**src/rtl/gfa_pkg.sv**
```systemverilog
package gfa_pkg;
  typedef enum logic [1:0] {
    SEL_ODD   = 2'd0,
    SEL_EVEN  = 2'd1,
    SEL_BOTH  = 2'd2,
    SEL_BOTH2 = 2'd3
  } field_pick_e;
endpackage

```
**src/rtl/gfa_field_judge.sv**
```systemverilog
// Decides whether the current local field start is to be checked and, if so,
// whether the external reference agrees with it.
module gfa_field_judge
  import gfa_pkg::*;
(
  input  logic [1:0] check_sel,
  input  logic       loc_field_go,
  input  logic       loc_odd,
  input  logic       ref_field_go,
  input  logic       ref_odd,
  output logic       judge_now,
  output logic       judge_hit
);
  logic parity_wanted;

  always_comb begin
    unique case (field_pick_e'(check_sel))
      SEL_ODD:  parity_wanted = loc_odd;
      SEL_EVEN: parity_wanted = ~loc_odd;
      default:  parity_wanted = 1'b1;
    endcase
  end

  assign judge_now = loc_field_go & parity_wanted;
  assign judge_hit = ref_field_go & (ref_odd == loc_odd);
endmodule

```
**src/rtl/gfa_run_counter.sv**
```systemverilog
// Tracks consecutive misaligned fields and issues the counter-reset pulse.
module gfa_run_counter #(
  parameter int MISS_LIMIT = 7,
  localparam int CNT_W = $clog2(MISS_LIMIT)
) (
  input  logic             clk,
  input  logic             rst,
  input  logic             slave_en,
  input  logic             instant_mode,
  input  logic             judge_now,
  input  logic             judge_hit,
  input  logic             strobe,
  output logic [CNT_W-1:0] run_cnt,
  output logic             fire
);
  localparam logic [CNT_W-1:0] LAST = CNT_W'(MISS_LIMIT - 1);

  always_ff @(posedge clk) begin
    if (rst || !slave_en) begin
      run_cnt <= '0;
      fire    <= 1'b0;
    end else begin
      fire <= 1'b0;
      if (judge_now) begin
        if (judge_hit) begin
          run_cnt <= '0;
        end else if (instant_mode || run_cnt == LAST) begin
          fire    <= 1'b1;
          run_cnt <= '0;
        end else begin
          run_cnt <= run_cnt + 1'b1;
        end
      end else if (instant_mode) begin
        run_cnt <= '0;
      end
    end
  end

  assert_quiet_master_R2: assert property (@(posedge clk) disable iff (rst)
    !slave_en |=> (!fire && run_cnt == '0));
  assert_instant_miss_R6: assert property (@(posedge clk) disable iff (rst)
    (slave_en && instant_mode && judge_now && !judge_hit) |=> fire);
  assert_count_step_R7: assert property (@(posedge clk) disable iff (rst)
    (slave_en && !instant_mode && judge_now && !judge_hit && run_cnt != LAST)
    |=> (run_cnt == $past(run_cnt) + 1'b1 && !fire));
  assert_limit_fire_R7: assert property (@(posedge clk) disable iff (rst)
    (slave_en && !instant_mode && judge_now && !judge_hit && run_cnt == LAST)
    |=> (fire && run_cnt == '0));
  assert_hit_clears_R8: assert property (@(posedge clk) disable iff (rst)
    (slave_en && judge_now && judge_hit) |=> (run_cnt == '0 && !fire));
  assert_instant_zero_R9: assert property (@(posedge clk) disable iff (rst)
    instant_mode |=> run_cnt == '0);
  assert_hold_unchecked_R10: assert property (@(posedge clk) disable iff (rst)
    (slave_en && !instant_mode && !judge_now) |=> ($stable(run_cnt) && !fire));
  assert_single_pulse_R11: assert property (@(posedge clk) disable iff (rst)
    (fire && !strobe) |=> !fire);
  assert_cnt_bound_R7: assert property (@(posedge clk) disable iff (rst)
    run_cnt <= LAST);
endmodule

```
**src/rtl/genlock_frame_align.sv**
```systemverilog
module genlock_frame_align #(
  parameter int MISS_LIMIT = 7,
  localparam int CNT_W = $clog2(MISS_LIMIT)
) (
  input  logic             clk,
  input  logic             rst,
  input  logic             slave_en,
  input  logic             instant_mode,
  input  logic [1:0]       check_sel,
  input  logic             loc_field_go,
  input  logic             loc_odd,
  input  logic             ref_field_go,
  input  logic             ref_odd,
  output logic             vc_reset,
  output logic [CNT_W-1:0] miss_run
);
  logic judge_now;
  logic judge_hit;

  gfa_field_judge u_judge (
    .check_sel    (check_sel),
    .loc_field_go (loc_field_go),
    .loc_odd      (loc_odd),
    .ref_field_go (ref_field_go),
    .ref_odd      (ref_odd),
    .judge_now    (judge_now),
    .judge_hit    (judge_hit)
  );

  gfa_run_counter #(.MISS_LIMIT(MISS_LIMIT)) u_count (
    .clk          (clk),
    .rst          (rst),
    .slave_en     (slave_en),
    .instant_mode (instant_mode),
    .judge_now    (judge_now),
    .judge_hit    (judge_hit),
    .strobe       (loc_field_go),
    .run_cnt      (miss_run),
    .fire         (vc_reset)
  );

  assert_only_on_strobe_R3: assert property (@(posedge clk) disable iff (rst)
    !loc_field_go |=> !vc_reset);
  assert_odd_only_R4: assert property (@(posedge clk) disable iff (rst)
    (check_sel == 2'd0 && loc_field_go && !loc_odd) |=> !vc_reset);
  assert_even_only_R4: assert property (@(posedge clk) disable iff (rst)
    (check_sel == 2'd1 && loc_field_go && loc_odd) |=> !vc_reset);
  assert_reset_state_R1: assert property (@(posedge clk)
    rst |=> (!vc_reset && miss_run == '0));
endmodule

```
**config.mk**
```make
export PLATFORM = sky130hd
export DESIGN_NAME = genlock_frame_align
export DESIGN_NICKNAME = d
export VERILOG_FILES = /design/src/rtl/gfa_pkg.sv /design/src/rtl/gfa_field_judge.sv /design/src/rtl/gfa_run_counter.sv /design/src/rtl/genlock_frame_align.sv
export SDC_FILE = /design/constraint.sdc
export NUM_CORES = 1
export LEC_CHECK = 0
export BUFFER_PORTS_ARGS = -buffer_cell sky130_fd_sc_hd__buf_2
export CAP_MARGIN = 5
export CORE_AREA = 10 10 47 49
export CTS_BUF_LIST = sky130_fd_sc_hd__clkbuf_4 sky130_fd_sc_hd__clkbuf_8 sky130_fd_sc_hd__clkbuf_16
export CTS_CLUSTER_SIZE = 30
export DETAILED_ROUTE_END_ITERATION = 10
export DIE_AREA = 0 0 57 59
export PLACE_DENSITY_LB_ADDON = 0.08
export SETUP_SLACK_MARGIN = 0.5
export SLEW_MARGIN = 15
export SYNTH_ARGS = -nofsm -noshare
export SYNTH_HDL_FRONTEND = slang
export SYNTH_HIERARCHICAL = 1
export SYNTH_SLANG_ARGS = --single-unit
export TNS_END_PERCENT = 5
```
**constraint.sdc**
```tcl
create_clock -name clk -period 1.45 [get_ports clk]
set_input_delay 0.145 -clock clk [delete_from_list [all_inputs] [get_ports clk]]
set_output_delay 0.145 -clock clk [all_outputs]
set_load 0.01 [all_outputs]
```
Word-level counts from Yosys, hierarchy flattened. Index checks and enable logic that the tools add are counted.

Register bits after elaboration: 4. Bits of input ports: 10. Output and inout bits: 4.

Add/sub/neg operators: 1. Eq/ne operators: 3. Muxes and demuxes: 6. Bitwise gates (word level): 4. Reduce and logical (&&, ||, !) cells: 6.

Operator list (number): $mux W3 (4); $add A3 B1 Y3 const B (1); $eq A3 B3 Y1 const B (1); $reduce_or A3 Y1 (1); $and A1 B1 Y1 (2); $eq A2 B1 Y1 const B (1); $logic_not A2 Y1 (1); $logic_or A1 B1 Y1 (2); $not A1 Y1 (2); $pmux W1 S2 (1); $reduce_bool A2 Y1 (1); $eq A1 B1 Y1 (1); $logic_not A1 Y1 (1); $mux W1 (1).

Logic depth before layout (Yosys ltp). Gate-level depths: netlist of the first run.

Depth in word-level cells: 5. Gate-level depth with buffers: 5. Gate-level depth less buffers: 5.

By module. Netlist of the first run, hierarchy kept.

By module, submodules not included: gfa_run_counter (times used 1, cells each 21, area an instance 200.2 um^2, seq. area each 80.1 um^2); gfa_field_judge (times used 1, cells each 4, area an instance 31.3 um^2, seq. area each 0.0 um^2).

Worst setup path after synthesis of the first run. No wires, ideal clock.

Path type: register -> register. From: register u_count.run_cnt[0]. To: register u_count.run_cnt[1]. Setup time: 0.064 ns. Data arrival time: 1.083 ns. Path slack: 0.302 ns. Stages on the path, launching flop included: 6. Buffers on the path: 0. Period minus slack after synthesis: 1.148 ns. Path through: dfxtp_1 inv_1 ha_1 nor3b_1 a22oi_1 nor2_1.

Longest elaborated chain between the ends: 5. Elaborated cells on any way between the ends: 6.

RTL lines: start, declared (line gfa_run_counter.sv:13) `output logic [CNT_W-1:0] run_cnt,`; start signal, assigned (line gfa_run_counter.sv:31) `run_cnt <= run_cnt + 1'b1;`; branches (longest 2 deep; another with $add A3 B1 Y3); $mux W3 * (line gfa_run_counter.sv:27) `end else if (instant_mode || run_cnt == LAST) begin`; $mux W3 * (line gfa_run_counter.sv:25) `if (judge_hit) begin`; $mux W3 * (line gfa_run_counter.sv:24) `if (judge_now) begin`.

Every way passes the cells marked *. A chain may end at the register's enable or synchronous reset.

Final worst setup path of the first run.
From: register u_count.run_cnt[0]. To: register u_count.run_cnt[2].

Same word-level chain as after synthesis.

==> results of run 1 <==
-- final cells by class --
| cell class | count | area, um2 | area share |
|---|---|---|---|
| Timing Repair Buffer | 13 | 65.1 | 0.169 |
| Clock buffer | 4 | 30.0 | 0.0779 |
| Sequential cell | 4 | 85.1 | 0.221 |
| Tap cell | 16 | 20.0 | 0.0519 |
| Inverter | 1 | 3.75 | 0.00974 |
| Multi-Input combinational cell | 20 | 181 | 0.471 |
-- worst max-delay path, cell delays in order (launching register included) --
cell and delay (ns):
dfxtp_4 0.36, inv_2 0.04, ha_4 0.16, o31ai_4 0.23
a21oi_1 0.08, nor3_1 0.18
-- cells in the mapped netlist --
master / n
and2_1: 1
o21a_1: 1
o31ai_1: 1
a21oi_1: 2
nor2_1: 3
nand2b_1: 1
a22oi_1: 2
nor4b_1: 1
ha_1: 2
xor2_1: 1
and4bb_2: 1
inv_1: 1
nor3b_1: 2
xnor2_1: 1
dfxtp_1: 4
nor3_1: 1
-- report_power, final --
group / internal [mW] / total (mW) / switching, mW
sequential: 0.111 / 0.112 / 0.00125
clock: 0.122 / 0.166 / 0.0446
combinational: 0.0238 / 0.0459 / 0.0221
-- sequential cells by signal (all words and copies together) (netlist names) --
register,cells
u_count/fire,1
u_count/run_cnt,3
-- worst paths after layout --
check                                       start                         endpoint  slack, ns  cells after the start
setup / recovery  u_count/run_cnt[0]$_SDFFE_PP0P_  u_count/run_cnt[2]$_SDFFE_PP0P_       0.31                      5
hold / removal                       instant_mode  u_count/run_cnt[2]$_SDFFE_PP0P_       0.11                      2
setup reg to reg  u_count/run_cnt[0]$_SDFFE_PP0P_  u_count/run_cnt[2]$_SDFFE_PP0P_       0.31                      5
hold reg to reg   u_count/run_cnt[2]$_SDFFE_PP0P_  u_count/run_cnt[2]$_SDFFE_PP0P_       0.57                      2
-- layer usage --
| layer | vias up | global-route usage | wire, um |
|---|---|---|---|
| met5 | - | 0 | 0 |
| met4 | 0 | 0.0503 | 6 |
| met3 | 2 | 0.0193 | 60 |
| met2 | 9 | 0.0651 | 333 |
| met1 | 103 | 0.0404 | 287 |
| li1 | 126 | - | - |
-- through the flow --
step	setup slack [ns]	power, mW
after floorplan	0.422	0.136
after global placement	0.276	0.154
after detailed placement	0.278	0.155
after CTS	0.306	0.331
after global routing	0.229	0.345
final	0.311	0.324
-- repair_timing --
action / CTS / global route
hold buffers: 0 / 0
gates resized for setup: 0 / 7
setup endpoints to repair: 4 / 5
pin swaps: 0 / 3
-- cell families after synthesis --
group	after synthesis	synth area share
AND/OR/NAND/NOR	10	0.281
AO/OA/AOI/OAI	6	0.173
flip-flops	4	0.346
XOR/XNOR	2	0.0757
adder cells (fa/ha/maj)	2	0.108
buffers and inverters	1	0.0162
==> metrics, run 1 <==
worst path required time=1.60 ns; number of max-cap violations=0; latest clock arrival within the worst-skew pair=0.23 ns; first-pass GRT wire length=1110 um; RePlAce Congestion=0.683; n_diodes=0; TNS Setup=0 ns; CP Capture Type=register; Via density=4.14; post-CTS setup buffer count=0; hold slack=0.109 ns; total grt overflow=0; vias=240; most common cell after layout, fill and taps aside=buf_2; final core utilization=0.275; register area share after synthesis=0.346; syn nets=37; Detail Placement HPWL=574 um; share of cells above drive strength 1=0.595; Worst Hold Class=in2reg; min cycle time layout=1.14 ns; CTS H-tree depth=1; top post-synthesis cells by area=dfxtp_1, ha_1, a22oi_1; yosys warns=6; CTS buffer count=3; arrival time at the worst endpoint=1.29 ns; Ports=14; Die ar.=3360 um2; # clock sinks=4; Fin. Hold Viols=0; Post-DP Area=325 um2; cell count after synthesis=25; largest area contributor in the netlist=dfxtp_1; clock buffer depth=2; Layout Nets=55; final worst path period share=0.786; # DRC=0; slew margin rel.=0.845; crit path max fanout=5; largest net degree at the start of global routing=7; Fmax=878 MHz; Slew @ Worst Pin=0.229 ns; Finished Layout Cells=58; CP Launch Type=register; total wire length=689 um; Die W=57 um; Initial Utilization=0.165; Leak Pwr=0.159 nW; status=completed; initial antenna violation count=0; Initial DRT Pass Iterations=2; placed insts=54; remaining antenna violation count after routing=0; worst vdd ir=325 uV; area of the core=1400 um2; clk root buf=clkbuf_4; RSZ-0062 raised after global routing=yes; PortBufs=13; Pwr per Cell Area=841 nW/um2; GRT Total Usage=0.0432; register bit total from synthesis=4; final setup fails=0; die height=59 um; vias in the first global route=265; area grow syn2layout=66.5%; TritonCTS clock tree=yes; Worst-path clk slew=0.04 ns; Syn Area/Cell=9.26 um2; max-slew violations=0; kind of critical path=reg2reg; commonest cells after routing, fill and taps aside=buf_2, clkbuf_4, nor2_1; share of the synthesized area in the top cell type=0.346; initial DRC count=1; filler cell count=166; Synth cell types=16; routed length per placed instance=11.9 um; Synth Cell Area=231 um2; Layout Skew=0.00621 ns; fin area=385 um2; Cell Rows=14
Power figures use the tool's default switching activity.
==> run 2: changes to the inputs <==
--- a/config.mk
+++ b/config.mk
@@ -5,6 +5,7 @@
 export SDC_FILE = /design/constraint.sdc
 export NUM_CORES = 1
 export LEC_CHECK = 0
+export ABC_AREA = 1
 export BUFFER_PORTS_ARGS = -buffer_cell sky130_fd_sc_hd__buf_2
 export CAP_MARGIN = 5
 export CORE_AREA = 10 10 47 49
==> constraint.sdc (replaced) <==
create_clock -name clk -period 1.1 [get_ports clk]
set_input_delay 0.11 -clock clk [delete_from_list [all_inputs] [get_ports clk]]
set_output_delay 0.11 -clock clk [all_outputs]
set_load 0.01 [all_outputs]
==> metrics, run 2 <==
status=completed; crit path max fanout=3 (-2); Pwr per Cell Area=1020 nW/um2 (+21%); largest net degree at the start of global routing=6 (-1); asr flop ratio synth=0 (unchanged); Leak Pwr=0.226 nW (+42%); Ports=14 (unchanged); Worst-path clk slew=0.04 ns (about the same); TNS Setup=0 ns (unchanged); final setup fails=0 (unchanged); Die W=57 um (unchanged); GRT Total Usage=0.0459 (+0.00269); # DRC=0 (unchanged); Hold Path Origin=instant_mode; Post-synth EDFFs=0 (unchanged); area of the core=1400 um2 (unchanged); Die ar.=3360 um2 (unchanged); Main synth FF type=dfxtp_1; RR Startpoint=u_count/run_cnt[0]$_SDFFE_PP0P_; Slew @ Worst Pin=0.223 ns (-0.00584 ns); hold slack=0.187 ns (+0.0777 ns); TritonCTS clock tree=yes; CP Launch Point=u_count/run_cnt[0]$_SDFFE_PP0P_; largest area contributor in the netlist=dfxtp_1; vias=299 (+25%); latest clock arrival within the worst-skew pair=0.24 ns (about the same); Detail Placement HPWL=615 um (+7.3%); Via density=3.93 (-4.9%); Synth Cell Area=263 um2 (+14%); top cells by count, synth=nand2_1, inv_1, nor2_1, dfxtp_1; Post-CTS Hold Fix Bufs=0 (unchanged); Pwr Total=0.430 mW (+32%); n_diodes=0 (unchanged); arrival time at the worst endpoint=1.21 ns (-0.08 ns); syn nets=54 (+46%); Synth cell types=14 (-2); Fmax=973 MHz (+11%); register area share after synthesis=0.305 (-0.0412); register bit total from synthesis=4 (unchanged); first-pass GRT wire length=1220 um (+10%); top flop regs=u_count/run_cnt: 3 flops, u_count/fire: 1 flops; top post-synthesis cells by area=dfxtp_1, nand2_1, inv_1; most common cell after layout, fill and taps aside=buf_2; RSZ-0062 raised after global routing=yes; worst path required time=1.28 ns (-0.32 ns); Largest register FFs=3 (unchanged); clock buffer depth=2 (unchanged); kind of critical path=reg2reg; Initial Utilization=0.188 (+0.0223); clk root buf=clkbuf_4; most frequent cell after synthesis=nand2_1; CP Launch Type=register; final worst path period share=0.935 (+0.149); Layout Skew=0.0118 ns (+0.00555 ns); CTS H-tree depth=1 (unchanged); max-slew violations=0 (unchanged); filler cell count=168 (+1.2%); remaining antenna violation count after routing=0 (unchanged); Syn Area/Cell=6.26 um2 (-32%); yosys warns=6 (unchanged); commonest cells after routing, fill and taps aside=buf_2, inv_1, nand2_1; Worst Hold Class=in2reg; PortBufs=13 (unchanged); total wire length=731 um (+6.1%); Initial DRT Pass Iterations=1 (-1); min cycle time layout=1.03 ns (-0.111 ns); Layout Nets=73 (+33%); initial DRC count=0 (-1); # clock sinks=4 (unchanged); RePlAce Congestion=0.628 (-8.1%); vias in the first global route=317 (+20%); share of the synthesized area in the top cell type=0.305 (-0.0412); slew margin rel.=0.851 (+0.00549); die height=59 um (unchanged); Fin. Hold Viols=0 (unchanged); share of cells above drive strength 1=0.517 (-0.0786); routed length per placed instance=9.62 um (-19%); CP Capture Type=register; initial antenna violation count=0 (unchanged); CTS buffer count=3 (unchanged); worst vdd ir=453 uV (+39%); total grt overflow=0 (unchanged); Largest Register=u_count/run_cnt; number of max-cap violations=0 (unchanged); cell count after synthesis=42 (+68%); Cell Rows=14 (unchanged); area grow syn2layout=60.0%
## run 2: cell count changes after synthesis, moves of 2 or more
| cell | change |
|---|---|
| nand2_1 | +10 |
| inv_1 | +8 |
| nor2_1 | +3 |
| a22oi_1 | -2 |
| nand2_2 | +2 |
| nor3b_1 | -2 |
## run 2: per-layer routing
metal	vias to the layer above	track usage	wire, um
li1	160	-	-
met1	129	0.0418	302
met2	10	0.0853	382
met3	0	0.0279	46
met4	0	0.0101	0
met5	-	0	0
## run 2: kinds of logic after synthesis
family          after synthesis  synth area share
fa+ha+maj                     2            0.0952
simple gates                 21             0.338
buf+inv                      10             0.143
flops                         4             0.305
compound gates                5             0.119
## run 2: final timing paths
kind	to	slack (ns)	depth (start not counted)
max reg2reg	u_count/run_cnt[2]$_SDFFE_PP0P_	0.07	7
min	u_count/run_cnt[2]$_SDFFE_PP0P_	0.19	4
min reg2reg	u_count/run_cnt[1]$_SDFFE_PP0P_	0.51	2
max	u_count/run_cnt[2]$_SDFFE_PP0P_	0.07	7
## run 2: final cells by class
| class | instances | area [um2] | share of cell area |
|---|---|---|---|
| clock buffer | 4 | 30.0 | 0.0714 |
| inverter | 10 | 40.0 | 0.0952 |
| multi-input combinational | 28 | 173 | 0.411 |
| sequential | 4 | 85.1 | 0.202 |
| tap | 16 | 20.0 | 0.0476 |
| timing repair buffer | 14 | 72.6 | 0.173 |
## run 2: timing repair
action,CTS,global route
pin swaps,0,6
endpoints found under the setup margin,8,8
buffers inserted,0,1
cloned,0,0
gates resized for setup,0,9
## run 2: power breakdown
| part | switching, mW | internal, mW |
|---|---|---|
| Sequential | 0.00170 | 0.146 |
| Clock | 0.0631 | 0.161 |
| Combinational | 0.0322 | 0.0258 |
## run 2: worst max-delay path: stages, from the launching register on
cell and delay (ns):
dfxtp_4 0.36, inv_4 0.04, ha_4 0.14, nand2_2 0.06, nand2_2 0.07, nor2_4 0.11
nand2_2 0.06, a21oi_2 0.12
## run 2: through the flow
step | util | instance area (um2) | std cells | setup slack [ns]
2_1_floorplan | - | 267 | 42 | 0.108
3_3_place_gp | 0.251 | 352 | 71 | 0.0861
3_5_place_dp | 0.251 | 352 | 71 | 0.0786
4_1_cts | 0.272 | 382 | 75 | 0.0659
5_1_grt | 0.300 | 420 | 76 | 0.0154
6_report | 0.300 | 420 | 76 | 0.0717
